==> config.mk <==
export PLATFORM = sky130hd
export DESIGN_NAME = trap_entry_seq
export DESIGN_NICKNAME = d
export VERILOG_FILES = /design/src/rtl/trap_pkg.sv /design/src/rtl/trap_arbiter.sv /design/src/rtl/trap_ctx.sv /design/src/rtl/trap_entry_seq.sv
export SDC_FILE = /design/constraint.sdc
export NUM_CORES = 1
export LEC_CHECK = 0
export BUFFER_PORTS_ARGS = -buffer_cell sky130_fd_sc_hd__buf_4
export CAP_MARGIN = 0
export CORE_AREA = 2 2 128 130
export DETAILED_ROUTE_END_ITERATION = 10
export DIE_AREA = 0 0 130 132
export PLACE_DENSITY = 0.73
export SLEW_MARGIN = 20
export SYNTH_ARGS = -nofsm -noshare
export SYNTH_HDL_FRONTEND = slang
export SYNTH_SLANG_ARGS = --single-unit
export TNS_END_PERCENT = 20
==> constraint.sdc <==
create_clock -name clk -period 6.7 [get_ports clk]
set_clock_uncertainty 0.15 [all_clocks]
set_input_delay 1.34 -clock clk [delete_from_list [all_inputs] [get_ports clk]]
set_output_delay 1.34 -clock clk [all_outputs]
set_load 0.005 [all_outputs]
==> src/rtl/trap_pkg.sv <==
package trap_pkg;
  localparam int N_KIND = 6;

  // bit index of each kind doubles as its arbitration rank (0 = highest)
  typedef enum logic [2:0] {
    K_UNDEF = 3'd0,
    K_DBG   = 3'd1,
    K_BRK   = 3'd2,
    K_OVF   = 3'd3,
    K_SWI   = 3'd4,
    K_IRQ   = 3'd5
  } trap_kind_e;

  typedef enum logic [2:0] {
    S_IDLE = 3'd0,
    S_PFLG = 3'd1,
    S_PPC  = 3'd2,
    S_VEC  = 3'd3,
    S_LOAD = 3'd4
  } seq_st_e;
endpackage

==> src/rtl/trap_arbiter.sv <==
module trap_arbiter
  import trap_pkg::*;
#(
  parameter int FLAG_W = 16,
  parameter int O_BIT  = 2
) (
  input  logic              clk,
  input  logic              rst_n,
  input  logic [N_KIND-1:0] req,
  input  logic [FLAG_W-1:0] flg,
  output logic [N_KIND-1:0] grant,
  output trap_kind_e        kind,
  output logic              any
);
  logic [N_KIND-1:0] eligible;
  logic              found;

  // an overflow request only counts when the overflow bit is set
  always_comb begin
    eligible        = req;
    eligible[K_OVF] = req[K_OVF] & flg[O_BIT];
  end

  always_comb begin
    grant = '0;
    kind  = K_UNDEF;
    found = 1'b0;
    for (int i = 0; i < N_KIND; i++) begin
      if (eligible[i] && !found) begin
        grant[i] = 1'b1;
        kind     = trap_kind_e'(3'(i));
        found    = 1'b1;
      end
    end
  end

  assign any = found;

  assert_single_grant_R2: assert property (@(posedge clk) disable iff (!rst_n)
    $onehot0(grant));

  assert_ovf_gated_R4: assert property (@(posedge clk) disable iff (!rst_n)
    grant[K_OVF] |-> flg[O_BIT]);
endmodule

==> src/rtl/trap_ctx.sv <==
module trap_ctx
  import trap_pkg::*;
#(
  parameter int              ADDR_W     = 24,
  parameter int              FLAG_W     = 16,
  parameter int              NUM_W      = 6,
  parameter int              U_BIT      = 7,
  parameter int              VEC_STRIDE = 4,
  parameter logic [ADDR_W-1:0] VEC_UNDEF = 24'hFFFFDC,
  parameter logic [ADDR_W-1:0] VEC_DBG   = 24'hFFFFE4,
  parameter logic [ADDR_W-1:0] VEC_BRK   = 24'hFFFFE0,
  parameter logic [ADDR_W-1:0] VEC_OVF   = 24'hFFFFE8
) (
  input  trap_kind_e        kind,
  input  logic [NUM_W-1:0]  swi_num,
  input  logic [NUM_W-1:0]  irq_num,
  input  logic [FLAG_W-1:0] flg,
  input  logic [ADDR_W-1:0] usp,
  input  logic [ADDR_W-1:0] isp,
  input  logic [ADDR_W-1:0] vec_base,
  output logic [FLAG_W-1:0] flg_next,
  output logic              use_isp,
  output logic [ADDR_W-1:0] sp_base,
  output logic [ADDR_W-1:0] vaddr
);
  localparam int unsigned KEEP_FROM = 1 << (NUM_W - 1);

  function automatic logic [ADDR_W-1:0] vec_entry(input logic [ADDR_W-1:0] base,
                                                  input logic [NUM_W-1:0]  num);
    return base + ADDR_W'(num) * ADDR_W'(VEC_STRIDE);
  endfunction

  logic keep_u;

  // only upper-half software numbers leave the stack-select bit alone
  assign keep_u = (kind == K_SWI) && (32'(swi_num) >= KEEP_FROM);

  always_comb begin
    flg_next = flg;
    if (!keep_u) flg_next[U_BIT] = 1'b0;
  end

  // stack choice follows the already-updated flag word
  assign use_isp = !flg_next[U_BIT];
  assign sp_base = use_isp ? isp : usp;

  always_comb begin
    unique case (kind)
      K_UNDEF: vaddr = VEC_UNDEF;
      K_DBG:   vaddr = VEC_DBG;
      K_BRK:   vaddr = VEC_BRK;
      K_OVF:   vaddr = VEC_OVF;
      K_SWI:   vaddr = vec_entry(vec_base, swi_num);
      default: vaddr = vec_entry(vec_base, irq_num);
    endcase
  end
endmodule

==> src/rtl/trap_entry_seq.sv <==
module trap_entry_seq
  import trap_pkg::*;
#(
  parameter int              ADDR_W     = 24,
  parameter int              DATA_W     = 32,
  parameter int              FLAG_W     = 16,
  parameter int              NUM_W      = 6,
  parameter int              U_BIT      = 7,
  parameter int              O_BIT      = 2,
  parameter int              STEP       = 4,
  parameter int              VEC_STRIDE = 4,
  parameter logic [ADDR_W-1:0] VEC_UNDEF = 24'hFFFFDC,
  parameter logic [ADDR_W-1:0] VEC_DBG   = 24'hFFFFE4,
  parameter logic [ADDR_W-1:0] VEC_BRK   = 24'hFFFFE0,
  parameter logic [ADDR_W-1:0] VEC_OVF   = 24'hFFFFE8
) (
  input  logic              clk,
  input  logic              rst_n,
  input  logic              req_undef,
  input  logic              req_dbg,
  input  logic              req_brk,
  input  logic              req_ovf,
  input  logic              req_swi,
  input  logic [NUM_W-1:0]  swi_num,
  input  logic              req_irq,
  input  logic [NUM_W-1:0]  irq_num,
  input  logic [FLAG_W-1:0] flg_in,
  input  logic [ADDR_W-1:0] pc_ret,
  input  logic [ADDR_W-1:0] usp_in,
  input  logic [ADDR_W-1:0] isp_in,
  input  logic [ADDR_W-1:0] vec_base,
  output logic              busy,
  output logic              mem_req,
  output logic              mem_we,
  output logic [ADDR_W-1:0] mem_addr,
  output logic [DATA_W-1:0] mem_wdata,
  input  logic [ADDR_W-1:0] mem_rdata,
  input  logic              mem_ready,
  output logic              pc_load,
  output logic [ADDR_W-1:0] pc_new,
  output logic              flg_load,
  output logic [FLAG_W-1:0] flg_new,
  output logic              sp_load,
  output logic              sp_sel_isp,
  output logic [ADDR_W-1:0] sp_new
);
  function automatic logic [ADDR_W-1:0] slot_addr(input logic [ADDR_W-1:0] sp,
                                                  input int unsigned       n);
    return sp - ADDR_W'(n * STEP);
  endfunction

  logic [N_KIND-1:0] req_vec;
  logic [N_KIND-1:0] grant;
  trap_kind_e        kind;
  logic              any_req;
  logic [FLAG_W-1:0] flg_next;
  logic              use_isp;
  logic [ADDR_W-1:0] sp_base;
  logic [ADDR_W-1:0] vaddr;
  logic              accept;
  logic              xfer_done;

  seq_st_e           st;
  trap_kind_e        kind_q;
  logic [FLAG_W-1:0] saved_q;
  logic [FLAG_W-1:0] newflg_q;
  logic              isp_q;
  logic [ADDR_W-1:0] sp_q;
  logic [ADDR_W-1:0] pc_q;
  logic [ADDR_W-1:0] vaddr_q;
  logic [ADDR_W-1:0] vec_q;

  assign req_vec = {req_irq, req_swi, req_ovf, req_brk, req_dbg, req_undef};

  trap_arbiter #(.FLAG_W(FLAG_W), .O_BIT(O_BIT)) u_arb (
    .clk   (clk),
    .rst_n (rst_n),
    .req   (req_vec),
    .flg   (flg_in),
    .grant (grant),
    .kind  (kind),
    .any   (any_req)
  );

  trap_ctx #(
    .ADDR_W(ADDR_W), .FLAG_W(FLAG_W), .NUM_W(NUM_W), .U_BIT(U_BIT),
    .VEC_STRIDE(VEC_STRIDE), .VEC_UNDEF(VEC_UNDEF), .VEC_DBG(VEC_DBG),
    .VEC_BRK(VEC_BRK), .VEC_OVF(VEC_OVF)
  ) u_ctx (
    .kind     (kind),
    .swi_num  (swi_num),
    .irq_num  (irq_num),
    .flg      (flg_in),
    .usp      (usp_in),
    .isp      (isp_in),
    .vec_base (vec_base),
    .flg_next (flg_next),
    .use_isp  (use_isp),
    .sp_base  (sp_base),
    .vaddr    (vaddr)
  );

  assign busy      = (st != S_IDLE);
  assign accept    = (st == S_IDLE) && any_req;
  assign xfer_done = mem_req && mem_ready;

  always_ff @(posedge clk or negedge rst_n) begin
    if (!rst_n) begin
      st <= S_IDLE;
    end else begin
      unique case (st)
        S_IDLE:  if (accept)    st <= S_PFLG;
        S_PFLG:  if (mem_ready) st <= S_PPC;
        S_PPC:   if (mem_ready) st <= S_VEC;
        S_VEC:   if (mem_ready) st <= S_LOAD;
        default: st <= S_IDLE;
      endcase
    end
  end

  always_ff @(posedge clk or negedge rst_n) begin
    if (!rst_n) begin
      kind_q   <= K_UNDEF;
      saved_q  <= '0;
      newflg_q <= '0;
      isp_q    <= 1'b1;
      sp_q     <= '0;
      pc_q     <= '0;
      vaddr_q  <= '0;
      vec_q    <= '0;
    end else begin
      if (accept) begin
        kind_q   <= kind;
        saved_q  <= flg_in;
        newflg_q <= flg_next;
        isp_q    <= use_isp;
        sp_q     <= sp_base;
        pc_q     <= pc_ret;
        vaddr_q  <= vaddr;
      end
      if (st == S_VEC && mem_ready) vec_q <= mem_rdata;
    end
  end

  always_comb begin
    mem_req   = 1'b0;
    mem_we    = 1'b0;
    mem_addr  = '0;
    mem_wdata = '0;
    unique case (st)
      S_PFLG: begin
        mem_req   = 1'b1;
        mem_we    = 1'b1;
        mem_addr  = slot_addr(sp_q, 1);
        mem_wdata = DATA_W'(saved_q);
      end
      S_PPC: begin
        mem_req   = 1'b1;
        mem_we    = 1'b1;
        mem_addr  = slot_addr(sp_q, 2);
        mem_wdata = DATA_W'(pc_q);
      end
      S_VEC: begin
        mem_req  = 1'b1;
        mem_addr = vaddr_q;
      end
      default: ;
    endcase
  end

  assign pc_load    = (st == S_LOAD);
  assign flg_load   = (st == S_LOAD);
  assign sp_load    = (st == S_LOAD);
  assign pc_new     = vec_q;
  assign flg_new    = newflg_q;
  assign sp_sel_isp = isp_q;
  assign sp_new     = slot_addr(sp_q, 2);

  // stalled transfer keeps its request stable
  assert_stall_hold_R13: assert property (@(posedge clk) disable iff (!rst_n)
    (mem_req && !mem_ready) |=> (mem_req && $stable(mem_we) && $stable(mem_addr)
                                 && $stable(mem_wdata)));

  assert_accept_starts_R11: assert property (@(posedge clk) disable iff (!rst_n)
    accept |=> (busy && mem_req && mem_we));

  assert_load_ends_R10: assert property (@(posedge clk) disable iff (!rst_n)
    pc_load |=> (!busy && !pc_load));

  assert_read_before_load_R10: assert property (@(posedge clk) disable iff (!rst_n)
    (xfer_done && !mem_we) |=> pc_load);

  // stack updated is the one the new flag word selects
  assert_stack_follows_flag_R7: assert property (@(posedge clk) disable iff (!rst_n)
    sp_load |-> (sp_sel_isp == !flg_new[U_BIT]));

  assert_irq_isp_R8: assert property (@(posedge clk) disable iff (!rst_n)
    (pc_load && kind_q == K_IRQ) |-> (sp_sel_isp && !flg_new[U_BIT]));
endmodule

==> metrics.yaml, run 1 <==
power_and_ir_drop:
  switching_share: 0.396
  p_int_mw: 2.60
  p_sw_mw: 1.70
  p_leak_nw: 4.69
  clkPwrFrac: 0.200
  power_density_nw_per_um2: 453
  ir_drop_uv: 231
  seqPwrFrac: 0.307
  comb_power_share: 0.493
  p_total_mw: 4.31
global_route:
  grt_use_total: 0.247
  grt_max_degree: 61
  overflow: 0
  antenna_found_initial: 0
  use_met3: 0.0588
  grt_first_pass_wirelength_mm: 33.6
  grtUsageMet1: 0.319
  grt_pass1_vias: 6572
  gr-max-usage-layer: "met2"
  met2_usage: 0.397
worst_setup_path:
  cp.required_ns: 6.88
  crit_path_end_kind: "register"
  critPathKind: "input pin to register"
  worst_setup_path_start_kind: "input pin"
  cp.arrival_ns: 4.85
  crit_fanout: 8
clock_tree:
  cts_setup_buffers: 0
  clk_pin_slew_ns: 0.06
  root_buffer: "clkbuf_16"
  clkLatencyLatePin_ns: 0.41
  htree_levels: 4
  cts_tree: "built"
  cts_resized: 0
  cts_hold_buf: 0
  clock_path_buffers: 2
  cts_buffers: 17
  numClockSinks: 117
synthesis:
  yosys_warnings: 0
  synth_edf_count: 0
  synth_top_flop_cell: "dfrtp_1"
  synth_compound_area_frac: 0.157
  synth_top_family_by_area: "simple AND/OR/NAND/NOR gates"
  ys_ff_latch: 117
  seq_area_frac_synth: 0.422
  netlist_top_cells_area: "dfrtp_1 42%, nand2_1 9.3%, mux2_2 5.0%"
  synth_area_leader_cell: "dfrtp_1"
  synth_top_cell_area_share: 0.418
  synth.mux.area_fraction: 0.0848
  synth_cells: 785
  synth-xor-area-share: 0.0454
  synth_area_um2: 6950
  synth-simple-area-share: 0.202
  synthAdderAreaFrac: 0.0191
  synthArstFlopShare: 1.00
  post_synth_num_cell_types: 68
  avgSynthCellArea_um2: 8.85
final_layout:
  postLayoutCoreUtil: 0.605
  drive_gt1_frac: 0.350
  mostFrequentLayoutCell: "buf_4"
  n_antenna_cell: 0
  syn_to_final_growth_pct: 36.7
  fillers: 1410
  nets: 1180
  final_cells: 1242
  final_cell_mix: "281 x buf_4, 172 x nand2_1, 116 x dfrtp_1, 50 x o21ai_0, 47 x nor2_1"
drt:
  routedWlPerCell_um: 16.9
  drt_iter0_markers: 525
  via_per_inst: 5.33
  routed_wirelength_mm: 21.0
  drtAntennaViolNets: 0
  dr_total_vias: 6617
  drc_errors: 0
  dr.pass1.iters: 6
sta:
  timing_worst_slew_pin_value_ns: 1.03
  min_period_ns: 4.67
  rsz0062_at_grt: "false"
  slew_headroom: 0.308
  setup_violations: 0
  max_freq_mhz: 214
  finalCritPeriodShare: 0.697
  hold_viol: 0
  slew_violations: 0
  setup_tns_ns: 0
placement:
  hpwl_mm: 15.6
  gp_congestion: 0.879
  placedCellCount: 1210
  port-buffer-count: 275
die:
  dieArea_um2: 17200
  num_rows: 46
  core_um2: 15700
  fp.dieH_um: 132
  die_w_um: 130
  initial_core_util: 0.442
  io_pins: 284
hold_path:
  min_path_type: "register to register"
run:
  maxCapViolCount: 0
outcome:
  status: "finished clean"
==> worst max-delay path: stages <==
cell,delay (ns)
buf_4,0.12
a2111oi_2,0.71
nand2_1,0.36
mux2_2,0.31
ha_1,0.18
inv_1,0.06
fa_1,0.38
nor2b_1,0.29
o31a_1,0.25
o21ai_0,0.28
or3_1,0.40
a31oi_1,0.16
==> cell usage after synthesis, types with 3 or more instances <==
cell and count:
nand2_1 172, dfrtp_1 116, o21ai_0 50, nor2_1 48, clkbuf_1 38, mux2_2 31, a22o_1 28, buf_4 28
a21oi_1 27, mux2i_1 24, xnor2_1 23, inv_1 16, nand3_1 14, xor2_1 13, and2_1 12, nor3_1 12
nand4_1 11, or3_1 10, ha_1 9, buf_2 7, nor4_1 7, o211ai_1 6, o31ai_1 6, a31oi_1 5
buf_1 4, o22ai_1 4, a21o_1 3, nand2b_1 3, nor2b_1 3, o22a_1 3, or3b_2 3
==> path summary, 6_finish.rpt <==
kind / start / depth (start not counted) / end / slack, ns
max: req_ovf / 12 / vaddr_q[20]$_DFFE_PN0P_ / 2.03
min: pc_q[21]$_DFFE_PN0P_ / 2 / pc_q[21]$_DFFE_PN0P_ / 0.31
max reg2reg: st[0]$_DFFE_PN0P_ / 4 / pc_new[22]$_DFFE_PN0P_ / 3.55
min reg2reg: pc_q[21]$_DFFE_PN0P_ / 2 / pc_q[21]$_DFFE_PN0P_ / 0.31
max in group asynchronous: rst_n / 2 / sp_q[1]$_DFFE_PN0P_ / 4.28
min in group asynchronous: rst_n / 1 / sp_q[2]$_DFFE_PN0P_ / 0.85
==> metal layers <==
| metal | vias up | part of all wire |
|---|---|---|
| met2 | 289 | 0.48 |
| met4 | 0 | 0.032 |
| met5 | - | 0 |
| met1 | 3121 | 0.42 |
| met3 | 41 | 0.073 |
| li1 | 3166 | - |
==> registers in the layout (all words and copies together), names as in the netlist <==
signal      count
pc_q           24
saved_q        16
vaddr_q        24
st              3
pc_new         24
flg_new         1
sp_sel_isp      1
sp_q           24
==> logic make-up after synthesis <==
logic type      after synthesis
fa+ha+maj                    10
compound gates              161
mux                          55
flops                       117
simple gates                310
xor+xnor                     36
buf+inv                      95
other cells                   1
==> power by group through the flow <==
stage	combinational (mW)	clock, mW	sequential [mW]
2_1_floorplan	1.30	0	1.19
3_3_place_gp	2.11	0	1.31
3_5_place_dp	2.13	0	1.33
4_1_cts	2.14	0.878	1.32
5_1_grt	2.34	0.910	1.37
6_report	2.12	0.860	1.32
==> cell type report <==
class	instances	area, um^2	area share
Multi-Input combinational cell	580	3570	0.376
Sequential cell	117	2930	0.308
Timing Repair Buffer	281	2110	0.222
Clock buffer	18	429	0.0452
Tap cell	216	270	0.0284
Clock inverter	14	128	0.0134
Inverter	16	60.1	0.00632
==> per-stage QoR <==
step	worst slack, ns	area [um^2]	hold WS [ns]
3_3_place_gp	1.78	8940	0.299
4_1_cts	2.06	9500	0.320
2_1_floorplan	2.43	6970	0.287
6_report	2.03	9500	0.314
5_1_grt	1.75	9500	0.336
3_5_place_dp	1.69	8940	0.305
No activity file was read; power rests on OpenSTA's default activity.
==> run 2, diff against run 1 <==
==> constraint.sdc (replaced) <==
create_clock -name clk -period 4.3 [get_ports clk]
set_clock_uncertainty 0.15 [all_clocks]
set_input_delay 0.86 -clock clk [delete_from_list [all_inputs] [get_ports clk]]
set_output_delay 0.86 -clock clk [all_outputs]
set_load 0.005 [all_outputs]
==> run 2 against run 1 <==
  * Hold slack gained 0.0035 ns
  * Global-route usage grew 0.51 points
  * Final cell count grew 0.48%
  * Routed wire length grew 1.6%
  * Flip-flop and latch count is the same
  * Critical path type is now register to output pin
==> metrics.yaml, run 2 (synthesis gave the netlist of run 1 again) <==
outcome:
  status: "finished clean"
sta:
  rsz0062_at_grt: "false"
  hold_viol: 0  # unchanged
  setup_violations: 0  # unchanged
  max_freq_mhz: 260
  min_period_ns: 3.85
  finalCritPeriodShare: 0.896
  timing_worst_slew_pin_value_ns: 0.836  # -0.199 ns
  slew_violations: 0  # unchanged
  setup_ws_ns: 0.448  # -1.58 ns
  setup_tns_ns: 0  # unchanged
  slew_headroom: 0.442  # +0.134
final_layout:
  n_antenna_cell: 0  # unchanged
  drive_gt1_frac: 0.355  # +0.00475
  syn_to_final_growth_pct: 38.4
  postLayoutCoreUtil: 0.612  # +0.00733
  final_cell_mix: "287 x buf_4, 172 x nand2_1, 116 x dfrtp_1, 50 x o21ai_0, 47 x nor2_1"
  nets: 1187  # +0.59%
  mostFrequentLayoutCell: "buf_4"
global_route:
  grt_first_pass_wirelength_mm: 34.0  # +1.1%
  grt_use_total: 0.252  # +0.00511
  grt_pass1_vias: 6621  # +0.75%
  grt_max_degree: 64  # +4.9%
  overflow: 0  # unchanged
  antenna_found_initial: 0  # unchanged
clock_tree:
  cts_buffers: 17  # unchanged
  clkLatencyLatePin_ns: 0.41  # about the same
  clock_path_buffers: 2  # unchanged
  cts_resized: 0  # unchanged
  clk_pin_slew_ns: 0.06  # about the same
  cts_hold_buf: 0  # unchanged
  numClockSinks: 117  # unchanged
  cts_tree: "built"
  htree_levels: 4  # unchanged
  cts_setup_buffers: 0  # unchanged
  root_buffer: "clkbuf_16"
worst_setup_path:
  reg2reg_to: "pc_new[7]$_DFFE_PN0P_"
  worst_setup_path_start_kind: "register"
  startpoint: "sp_q[7]$_DFFE_PN0P_"
  cp.required_ns: 3.29  # -3.59 ns
  crit_path_end_kind: "output pin"
  r2r-start: "st[0]$_DFFE_PN0P_"
  worstSetupEndpoint: "mem_addr[20]"
  critPathKind: "register to output pin"
  regToRegSetupSlack_ns: 1.78  # -1.77 ns
  crit_fanout: 11  # +3
  cp.arrival_ns: 2.84  # -2.01 ns
  rr_worst_depth: 5  # +1
die:
  fp.dieH_um: 132  # unchanged
  io_pins: 284  # unchanged
  core_um2: 15700  # unchanged
  die_w_um: 130  # unchanged
  initial_core_util: 0.442  # unchanged
  num_rows: 46  # unchanged
  dieArea_um2: 17200  # unchanged
power_and_ir_drop:
  power_density_nw_per_um2: 718  # +58%
  p_leak_nw: 4.76  # +1.4%
  ir_drop_uv: 369  # +60%
drt:
  dr_total_vias: 6589  # -0.42%
  via_per_inst: 5.28  # -0.90%
  drtAntennaViolNets: 0  # unchanged
  routedWlPerCell_um: 17.1  # +1.1%
  dr.pass1.iters: 5  # -1
  routed_wirelength_mm: 21.3  # +1.6%
  drc_errors: 0  # unchanged
  drt_iter0_markers: 634  # +21%
hold_path:
  min_path_type: "register to register"
placement:
  hpwl_mm: 15.7  # +0.95%
  gp_congestion: 0.877  # -0.31%
  post-place-ws_ns: 0.137  # -1.55 ns
  port-buffer-count: 275  # unchanged
run:
  maxCapViolCount: 0  # unchanged
## run 2: changes by cell type in the layout (fill, tap and decap cells not counted), moves of 2 or more
| cell | change |
|---|---|
| buf_4 | +6 |
| bufinv_16 | +2 |
| clkbuf_8 | +2 |
| inv_6 | -2 |
## run 2: per-layer routing
| layer | vias up | global-route usage | share of wire |
|---|---|---|---|
| li1 | 3182 | - | - |
| met4 | 0 | 0.103 | 0.028 |
| met1 | 3114 | 0.324 | 0.42 |
| met5 | - | 0 | 0 |
| met2 | 248 | 0.403 | 0.48 |
| met3 | 45 | 0.0653 | 0.073 |
## run 2: critical path, stage by stage (launching register included)
cell     delay, ns
dfrtp_1       0.50
or4_1         0.70
nor2_2        0.26
nand4_1       0.23
a22o_1        0.30
a211o_1       0.30
buf_4         0.14
## run 2: where the power goes
group | switching [mW] | internal, mW | total (mW)
logic | 1.67 | 1.71 | 3.38
registers | 0.478 | 1.58 | 2.06
clock network | 0.523 | 0.938 | 1.46
## run 2: area by class of cell
cell class	count	area, um^2
clock buffers	19	453
repair buffers	288	2170
clock inverters	12	154
fillers	1395	6100
inverters	16	60.1
multi-input cells	580	3570
well taps	216	270
flip-flops and latches	117	2930
## run 2: through the flow
stage / hold WS (ns) / instance area, um^2 / total power, mW / cells
2_1_floorplan: 0.287 / 6970 / 3.88 / 792
3_3_place_gp: 0.298 / 9010 / 5.38 / 1217
3_5_place_dp: 0.305 / 9010 / 5.45 / 1217
4_1_cts: 0.318 / 9620 / 6.93 / 1248
5_1_grt: 0.346 / 9620 / 7.38 / 1248
6_report: 0.317 / 9620 / 6.90 / 1248
## run 2: worst min-delay path by stage
stage                          from              endpoint  slack [ns]  cells after the start
2_1_floorplan  pc_q[16]$_DFFE_PN0P_  pc_q[16]$_DFFE_PN0P_        0.29                      2
3_3_place_gp   pc_q[22]$_DFFE_PN0P_  pc_q[22]$_DFFE_PN0P_        0.30                      2
3_5_place_dp   pc_q[17]$_DFFE_PN0P_  pc_q[17]$_DFFE_PN0P_        0.30                      2
4_1_cts        pc_q[19]$_DFFE_PN0P_  pc_q[19]$_DFFE_PN0P_        0.32                      2
5_1_grt        pc_q[20]$_DFFE_PN0P_  pc_q[20]$_DFFE_PN0P_        0.35                      2
6_report       pc_q[22]$_DFFE_PN0P_  pc_q[22]$_DFFE_PN0P_        0.32                      2
